`src/rtl/plg_pkg.sv`:
```
package plg_pkg;

  typedef enum logic [1:0] {
    RSN_NONE  = 2'b00,
    RSN_FORCE = 2'b01,
    RSN_LOOP  = 2'b10
  } plg_reason_e;

  typedef enum logic [1:0] {
    PATH_NORMAL = 2'b00,
    PATH_FORCED = 2'b01,
    PATH_LOOP   = 2'b10
  } plg_path_e;

endpackage

```
`src/rtl/plg_route.sv`:
```
module plg_route #(
  parameter int CPL_W = 2
) (
  input  logic [CPL_W-1:0] cpl,
  input  logic             ctl_pause_exit,
  input  logic             ctl_loop_exit,
  output plg_pkg::plg_path_e path
);
  import plg_pkg::*;

  logic privileged;
  assign privileged = (cpl == '0);

  // Unconditional exit wins; loop detection only counts at level 0.
  always_comb begin
    if (ctl_pause_exit)                  path = PATH_FORCED;
    else if (privileged && ctl_loop_exit) path = PATH_LOOP;
    else                                 path = PATH_NORMAL;
  end
endmodule

```
`src/rtl/plg_judge.sv`:
```
module plg_judge #(
  parameter int TS_W = 32
) (
  input  logic [TS_W-1:0] now,
  input  logic [TS_W-1:0] prev_ts,
  input  logic [TS_W-1:0] start_ts,
  input  logic            hist_ok,
  input  logic [TS_W-1:0] gap_limit,
  input  logic [TS_W-1:0] window_limit,
  output logic            opens_loop,
  output logic            window_hit
);

  function automatic logic [TS_W-1:0] elapsed(input logic [TS_W-1:0] later,
                                               input logic [TS_W-1:0] earlier);
    return later - earlier;
  endfunction

  function automatic logic beyond(input logic [TS_W-1:0] span,
                                  input logic [TS_W-1:0] limit);
    return span > limit;
  endfunction

  logic [TS_W-1:0] since_prev;
  logic [TS_W-1:0] since_start;

  assign since_prev  = elapsed(now, prev_ts);
  assign since_start = elapsed(now, start_ts);
  assign opens_loop  = !hist_ok || beyond(since_prev, gap_limit);
  assign window_hit  = !opens_loop && beyond(since_start, window_limit);
endmodule

```
`src/rtl/plg_history.sv`:
```
module plg_history #(
  parameter int TS_W = 32
) (
  input  logic            clk,
  input  logic            rst,
  input  logic            vm_entry,
  input  logic            upd,
  input  logic            opens_loop,
  input  logic [TS_W-1:0] now,
  output logic [TS_W-1:0] prev_ts,
  output logic [TS_W-1:0] start_ts,
  output logic            hist_valid
);

  always_ff @(posedge clk) begin
    if (rst) begin
      prev_ts    <= '0;
      start_ts   <= '0;
      hist_valid <= 1'b0;
    end else if (upd) begin
      prev_ts    <= now;
      hist_valid <= 1'b1;
      if (opens_loop) start_ts <= now;
    end else if (vm_entry) begin
      hist_valid <= 1'b0;
    end
  end
endmodule

```
`src/rtl/pause_loop_gate.sv`:
```
module pause_loop_gate #(
  parameter int TS_W  = 32,
  parameter int CPL_W = 2
) (
  input  logic             clk,
  input  logic             rst,
  input  logic             pause_valid,
  input  logic [CPL_W-1:0] cpl,
  input  logic             ctl_pause_exit,
  input  logic             ctl_loop_exit,
  input  logic [TS_W-1:0]  gap_limit,
  input  logic [TS_W-1:0]  window_limit,
  input  logic [TS_W-1:0]  tsc_now,
  input  logic             vm_entry,
  output logic             decision_valid,
  output logic             exit_req,
  output logic [1:0]       exit_reason
);
  import plg_pkg::*;

  plg_path_e       path;
  logic [TS_W-1:0] prev_ts;
  logic [TS_W-1:0] start_ts;
  logic            hist_valid;
  logic            hist_ok;
  logic            opens_loop;
  logic            window_hit;
  logic            loop_eval;
  plg_reason_e     verdict;

  plg_route #(.CPL_W(CPL_W)) u_route (
    .cpl            (cpl),
    .ctl_pause_exit (ctl_pause_exit),
    .ctl_loop_exit  (ctl_loop_exit),
    .path           (path)
  );

  // A VM entry in the same cycle is taken as preceding the PAUSE.
  assign hist_ok   = hist_valid && !vm_entry;
  assign loop_eval = pause_valid && (path == PATH_LOOP);

  plg_judge #(.TS_W(TS_W)) u_judge (
    .now          (tsc_now),
    .prev_ts      (prev_ts),
    .start_ts     (start_ts),
    .hist_ok      (hist_ok),
    .gap_limit    (gap_limit),
    .window_limit (window_limit),
    .opens_loop   (opens_loop),
    .window_hit   (window_hit)
  );

  plg_history #(.TS_W(TS_W)) u_hist (
    .clk        (clk),
    .rst        (rst),
    .vm_entry   (vm_entry),
    .upd        (loop_eval),
    .opens_loop (opens_loop),
    .now        (tsc_now),
    .prev_ts    (prev_ts),
    .start_ts   (start_ts),
    .hist_valid (hist_valid)
  );

  always_comb begin
    unique case (path)
      PATH_FORCED: verdict = RSN_FORCE;
      PATH_LOOP:   verdict = window_hit ? RSN_LOOP : RSN_NONE;
      default:     verdict = RSN_NONE;
    endcase
  end

  always_ff @(posedge clk) begin
    if (rst) begin
      decision_valid <= 1'b0;
      exit_req       <= 1'b0;
      exit_reason    <= 2'b00;
    end else begin
      decision_valid <= pause_valid;
      exit_req       <= pause_valid && (verdict != RSN_NONE);
      exit_reason    <= pause_valid ? verdict : RSN_NONE;
    end
  end
endmodule

```
`config.mk`:
```
export PLATFORM = sky130hd
export DESIGN_NAME = pause_loop_gate
export DESIGN_NICKNAME = d
export VERILOG_FILES = /design/src/rtl/plg_pkg.sv /design/src/rtl/plg_route.sv /design/src/rtl/plg_judge.sv /design/src/rtl/plg_history.sv /design/src/rtl/pause_loop_gate.sv
export SDC_FILE = /design/constraint.sdc
export NUM_CORES = 1
export LEC_CHECK = 0
export BUFFER_PORTS_ARGS = -buffer_cell sky130_fd_sc_hd__clkbuf_2
export CORE_MARGIN = 4
export CORE_UTILIZATION = 32
export DETAILED_ROUTE_END_ITERATION = 10
export HOLD_SLACK_MARGIN = 0.06
export SLEW_MARGIN = 20
export SYNTH_ARGS = -nofsm -noshare
export SYNTH_HDL_FRONTEND = slang
export SYNTH_SLANG_ARGS = --single-unit
```
`constraint.sdc`:
```
create_clock -name clk -period 6.75 [get_ports clk]
set_input_delay 0.3375 -clock clk [delete_from_list [all_inputs] [get_ports clk]]
set_output_delay 0.3375 -clock clk [all_outputs]
set_load 0.02 [all_outputs]
```
==> flow_metrics.tcl, run 1 <==
set metrics [dict create \
    cts_tree "done" \
    diodes 0 \
    r2r_slack_ns 1.64 \
    hold_viol 0 \
    fin_tns_setup_ns 0 \
    root_buffer "clkbuf_16" \
    yosys.area.top_type "ha_1" \
    fin_area_sq_um 8295 \
    synth.avg_cell_area_sq_um 7.624 \
    worstPathArrival_ns 5.30 \
    synth_area_leaders "ha_1, dfxtp_1, inv_1, a21oi_1, nand2_1" \
    placed_cell_area_sq_um 7996 \
    p_leak_nw 3.668 \
    status "completed" \
    grt-ovfl-total 0 \
    hold_depth 2 \
    yosys_most_used_dff "dfxtp_1" \
    powerDensity_nw_per_um2 158.2 \
    crit_required_ns 6.94 \
    drt_pass1_iterations 4 \
    r2r-end "u_hist.start_ts[4]" \
    max_freq_mhz 195.6 \
    syn_to_final_growth_pct 15.38 \
    cts.repair.resized 0 \
    finalMaxSlewViolations 0 \
    cts_buffers 9 \
    power.internal_w 0.0008907 \
    comb_power_share_pct 32.2 \
    holdPathEnd "decision_valid" \
    grt_max_degree 68 \
    worstHoldStart "pause_valid" \
    die-area_sq_um 24930 \
    yosysSeqAreaShare_pct 19.21 \
    crit_fanout 32 \
    viasPerCell 4.753 \
    io_buffers 107 \
    r2r-start "u_hist.prev_ts[0]" \
    cts_setup_buffers 0 \
    peakVddDrop_mv 0.1110 \
    rows 54 \
    switching_share_pct 32.12 \
    track_usage_pct 14.21 \
    synth_top_area_share_pct 21.93 \
    drc 0 \
    grt_pass1_wl_mm 29.01 \
    ios 108 \
    grt_pass1_vias 5973 \
    fin_crit_sh_pct 75.74 \
    synth_edf_count 0 \
    cts.clk_slew.worst_paths_ns 0.06 \
    clkLatencyLatePin_ns 0.34 \
    routedWlPerCell_microns 13.42 \
    clock_skew_ns 0.01048 \
    tightest_slew_ns 0.9604 \
    finalWirelength_mm 17.82 \
    synth_common_cells "inv_1, ha_1, a21oi_1" \
    antenna_found_initial 0 \
    setup_viol 0 \
    cts_hold_buf 0 \
    power.switching_w 0.0004215 \
    start_kind "register" \
    vias 6312 \
    htree_levels 3 \
    finalWeightedCongestion 0.8737 \
    sequentialPowerShare_pct 31.7 \
    die_h_microns 157.9 \
    nets 1275 \
    grt_setup_unrepaired "false" \
    clockBufferDepth 2 \
    period_needed_ns 5.112 \
    synth-seq-cells 69 \
    cap_viol_max_count 0 \
    synth_most_common_cell "inv_1" \
    hpwl_mm 14.90 \
    cts.sinks 69 \
    clkPwrFrac_pct 36.2 \
    endpoint_kind "register" \
    crit_type "register to register" \
    max_slew_margin_pct 35.97 \
    die_width_microns 157.9 \
    syn_inst 943 \
    hold_path_class "input port to register" \
    reg2reg_depth 19 \
    drive_gt1_share_pct 13.65 \
    ant_nets 0 \
    ys.warnings.count 0 \
    core_sq_um 21960 \
    synth.net_count 1175 \
    drtIter0Drc 310 \
    start_util_pct 32.74 \
    async_flop_share_pct 0 \
    syn_area_sq_um 7189 \
    ys_types 59 \
]
-- layout make-up --
cell class,count,area [sq um]
fill,2281,13660
multi-input combinational,714,5185
sequential,69,1381
timing repair buffer,110,558.0
inverter,139,521.8
tap,280,350.3
clock buffer,9,225.2
clock inverter,7,73.82
-- critical path, cell delays in order (launching register included) --
cell and delay [ns]:
dfxtp_1 0.32, ha_1 0.16, inv_1 0.05, fa_1 0.42
a211oi_1 0.29, o21ai_0 0.18, nor2b_1 0.18, a21o_1 0.18
a21oi_1 0.21, o21ai_0 0.15, xor2_1 0.17, ha_1 0.28
nand4_1 0.10, nor3_1 0.45, o21ai_0 0.22, o211ai_1 0.18
a221o_1 0.25, and3_2 0.85, mux2i_1 0.27, nor2_1 0.06
-- worst max-delay path by stage --
stage,to,slack (ns),startpoint
2_1_floorplan,u_hist.start_ts[0],2.65,tsc_now[0]
3_3_place_gp,u_hist.start_ts[1],1.43,tsc_now[0]
3_5_place_dp,u_hist.start_ts[1],1.37,tsc_now[0]
4_1_cts,u_hist.start_ts[4],1.58,u_hist.prev_ts[0]
5_1_grt,u_hist.start_ts[4],1.23,u_hist.prev_ts[0]
6_report,u_hist.start_ts[4],1.64,u_hist.prev_ts[0]
-- flip-flops by register name, summed over array words and instances, names as in the netlist --
signal	count
u_hist.start_ts	32
decision_valid	1
exit_reason	2
u_hist.prev_ts	32
u_hist.hist_valid	1
exit_req	1
-- through the flow --
stage / std cells / utilization, % / worst slack, ns / total power, W / hold WS (ns)
final: 1328 / 37.78 / 1.638 / 0.001312 / 0.2540
after global routing: 1328 / 37.78 / 1.234 / 0.001407 / 0.2599
after CTS: 1328 / 37.78 / 1.580 / 0.001331 / 0.2452
after detailed placement: 1312 / 36.42 / 1.369 / 0.0008482 / 0.4465
after global placement: 1312 / 36.42 / 1.433 / 0.0008430 / 0.4423
after floorplan: 943 / - / 2.649 / 0.0007321 / 0.4166
-- cell usage in the layout (no fill, tap or decap), types with 5 or more instances in the layout --
| master | instances |
|---|---|
| nand2_1 | 95 |
| o21bai_1 | 10 |
| nand2b_1 | 7 |
| inv_1 | 139 |
| xor2_1 | 15 |
| clkbuf_16 | 9 |
| nor2b_1 | 12 |
| nor3_1 | 8 |
| clkbuf_2 | 107 |
| o21ai_0 | 31 |
| nor2_1 | 74 |
| a21oi_1 | 103 |
| o21a_1 | 11 |
| mux2i_1 | 32 |
| xnor2_1 | 37 |
| dfxtp_1 | 69 |
| ha_1 | 126 |
| a31oi_1 | 5 |
| a21o_1 | 40 |
| a211oi_1 | 9 |
| a21boi_0 | 5 |
| nand3_1 | 13 |
| nand4_1 | 17 |
-- metal layers --
metal  part of all wire (%)  track usage [%]
met1                     54            21.49
met2                     41            21.06
met3                    3.3            1.859
met4                    1.7            3.810
met5                      0                0
-- kinds of logic after synthesis --
logic type	after synthesis	share of synthesized area [%]
compound gates	250	22.85
xor+xnor	52	6.335
fa+ha+maj	128	22.49
buf+inv	160	8.684
flops	69	19.21
mux	32	4.455
simple gates	252	15.98
-- power groups by stage --
stage / Combinational (W) / Clock, W / Sequential [W]
4_1_cts: 0.000427 / 0.000488 / 0.000415
6_report: 0.000422 / 0.000474 / 0.000416
2_1_floorplan: 0.000307 / 0 / 0.000425
3_5_place_dp: 0.000424 / 0 / 0.000424
5_1_grt: 0.000486 / 0.000505 / 0.000416
3_3_place_gp: 0.000418 / 0 / 0.000425
Note: power is estimated with default switching activity, not from simulation.
==> inputs of run 2 (changes only) <==
clock period = 4.5 ns   (was 6.75 ns; I/O delays follow)
==> flow_metrics.tcl, run 2 (synthesized netlist as in run 1, its figures left out) <==
set metrics [dict create \
    cap_viol_max_count 0 \
    final_cell_mix "inv_1, ha_1, clkbuf_2, a21oi_1, nand2_1" \
    max_slew_margin_pct 52.39 \
    fin_crit_sh_pct 96.29 \
    powerDensity_nw_per_um2 226.2 \
    track_usage_pct 14.43 \
    die_width_microns 157.9 \
    critPathMostFrequentCell "a21o_1" \
    endpoint_kind "register" \
    hold_path_class "input port to register" \
    diodes 0 \
    grt-ovfl-total 0 \
    fin_tns_setup_ns 0 \
    htree_levels 3 \
    drt_pass1_iterations 6 \
    core_sq_um 21960 \
    utilization_pct 40.05 \
    hpwl_mm 14.95 \
    period_needed_ns 4.333 \
    clock_skew_ns 0.009868 \
    hold_viol 0 \
    cp_slowest_cell "a221o_1" \
    die-area_sq_um 24930 \
    tightest_slew_ns 0.7142 \
    cts_buffers 9 \
    crit_type "register to register" \
    ant_nets 0 \
    crit_chain "ha_1 -> inv_1 -> fa_2 -> a211oi_2 -> o21ai_1 -> nand4bb_1 -> a21boi_1 -> nor2_1 -> o21ai_1 -> a21o_1 -> a21oi_1 -> xnor2_1 -> ha_1 -> a21o_1 -> a21o_1 -> a21oi_1 -> o221ai_2 -> a221o_1 -> and3_4 -> clkbuf_16 -> mux2i_1 -> nor2_1" \
    peakVddDrop_mv 0.1787 \
    fill_cells 2251 \
    drive_gt1_share_pct 18.95 \
    setup_viol 0 \
    clkLatencyLatePin_ns 0.33 \
    syn_to_final_growth_pct 22.31 \
    cts_hold_buf 0 \
    antenna_found_initial 0 \
    clockBufferDepth 2 \
    rows 54 \
    ios 108 \
    grt_max_degree 68 \
    final_common_cell "inv_1" \
    finalWirelength_mm 18.57 \
    p_leak_nw 3.870 \
    max_freq_mhz 230.8 \
    cts_tree "done" \
    crit_required_ns 4.69 \
    drc 0 \
    worstPathArrival_ns 4.52 \
    nets 1309 \
    viasPerCell 4.767 \
    cts.sinks 69 \
    routedWlPerCell_microns 13.63 \
    root_buffer "clkbuf_16" \
    crit_fanout 6 \
    vias 6493 \
    drtIter0Drc 390 \
    grt_pass1_wl_mm 29.67 \
    fin_hold_ws_ns 0.1519 \
    status "completed" \
    start_kind "register" \
    cts.clk_slew.worst_paths_ns 0.06 \
    start_util_pct 32.74 \
    io_buffers 107 \
    reg.largest.list "u_hist.prev_ts x32, u_hist.start_ts x32, exit_reason x2" \
    finalMaxSlewViolations 0 \
    crit_path_max_incr_delay_ns 0.38 \
    die_h_microns 157.9 \
    grt_pass1_vias 5997 \
    finalWeightedCongestion 0.8626 \
]
[run 2: final cells by class]
cell class | count | area, sq um | area share, %
multi-input combinational | 714 | 5355 | 60.90
sequential | 69 | 1385 | 15.75
timing repair buffer | 144 | 894.6 | 10.17
inverter | 139 | 521.8 | 5.933
tap | 280 | 350.3 | 3.984
clock buffer | 10 | 239.0 | 2.718
clock inverter | 6 | 47.55 | 0.5407
[run 2: worst paths after layout]
check / from / end / slack (ns) / cells past startpoint
max: u_hist.prev_ts[0] / u_hist.start_ts[2] / 0.17 / 22
min: pause_valid / decision_valid / 0.15 / 2
max reg2reg: u_hist.prev_ts[0] / u_hist.start_ts[2] / 0.17 / 22
min reg2reg: u_hist.prev_ts[11] / u_hist.prev_ts[11] / 0.45 / 2
[run 2: power breakdown]
| part | switching (W) | internal, W | total (W) |
|---|---|---|---|
| logic | 0.000364 | 0.000318 | 0.000682 |
| clock network | 0.000293 | 0.000391 | 0.000684 |
| registers | 0.00000403 | 0.000619 | 0.000623 |
| total | 0.000661 | 0.00133 | 0.00199 |
[run 2: worst max-delay path, delay by kind of cell, from the launching register on]
| kind | cells | cell delay [ns] |
|---|---|---|
| xor gates and xnor gates | 1 | 0.11 |
| DFF | 1 | 0.33 |
| and+or+nand+nor | 4 | 0.61 |
| muxes | 1 | 0.15 |
| AOI/OAI and AO/OA | 11 | 2.02 |
| adders and majority gates | 3 | 0.73 |
| buffers and inverters | 2 | 0.25 |
[run 2: metal layers]
| metal | vias up | track usage (%) | share of wire (%) |
|---|---|---|---|
| li1 | 3533 | - | - |
| met1 | 2857 | 22.42 | 53 |
| met2 | 96 | 21.40 | 43 |
| met3 | 7 | 1.586 | 3.2 |
| met4 | 0 | 2.827 | 0.78 |
| met5 | - | 0 | 0 |
[run 2: repair_timing]
action	CTS	global route
pin swaps	1	23
gates resized for setup	3	38
setup buffers	0	6
cloned	0	4
setup endpoints to repair	32	34
[run 2: stage by stage]
step | setup WS, ns | power, W | area (sq um) | cells
final | 0.1669 | 0.001989 | 8793 | 1362
after global routing | -0.04747 | 0.002123 | 8793 | 1362
after CTS | 0.01415 | 0.001979 | 8499 | 1352
after detailed placement | -0.1367 | 0.001288 | 8202 | 1336
after global placement | -0.06375 | 0.001284 | 8202 | 1336
after floorplan | 0.4903 | 0.001098 | 7189 | 943
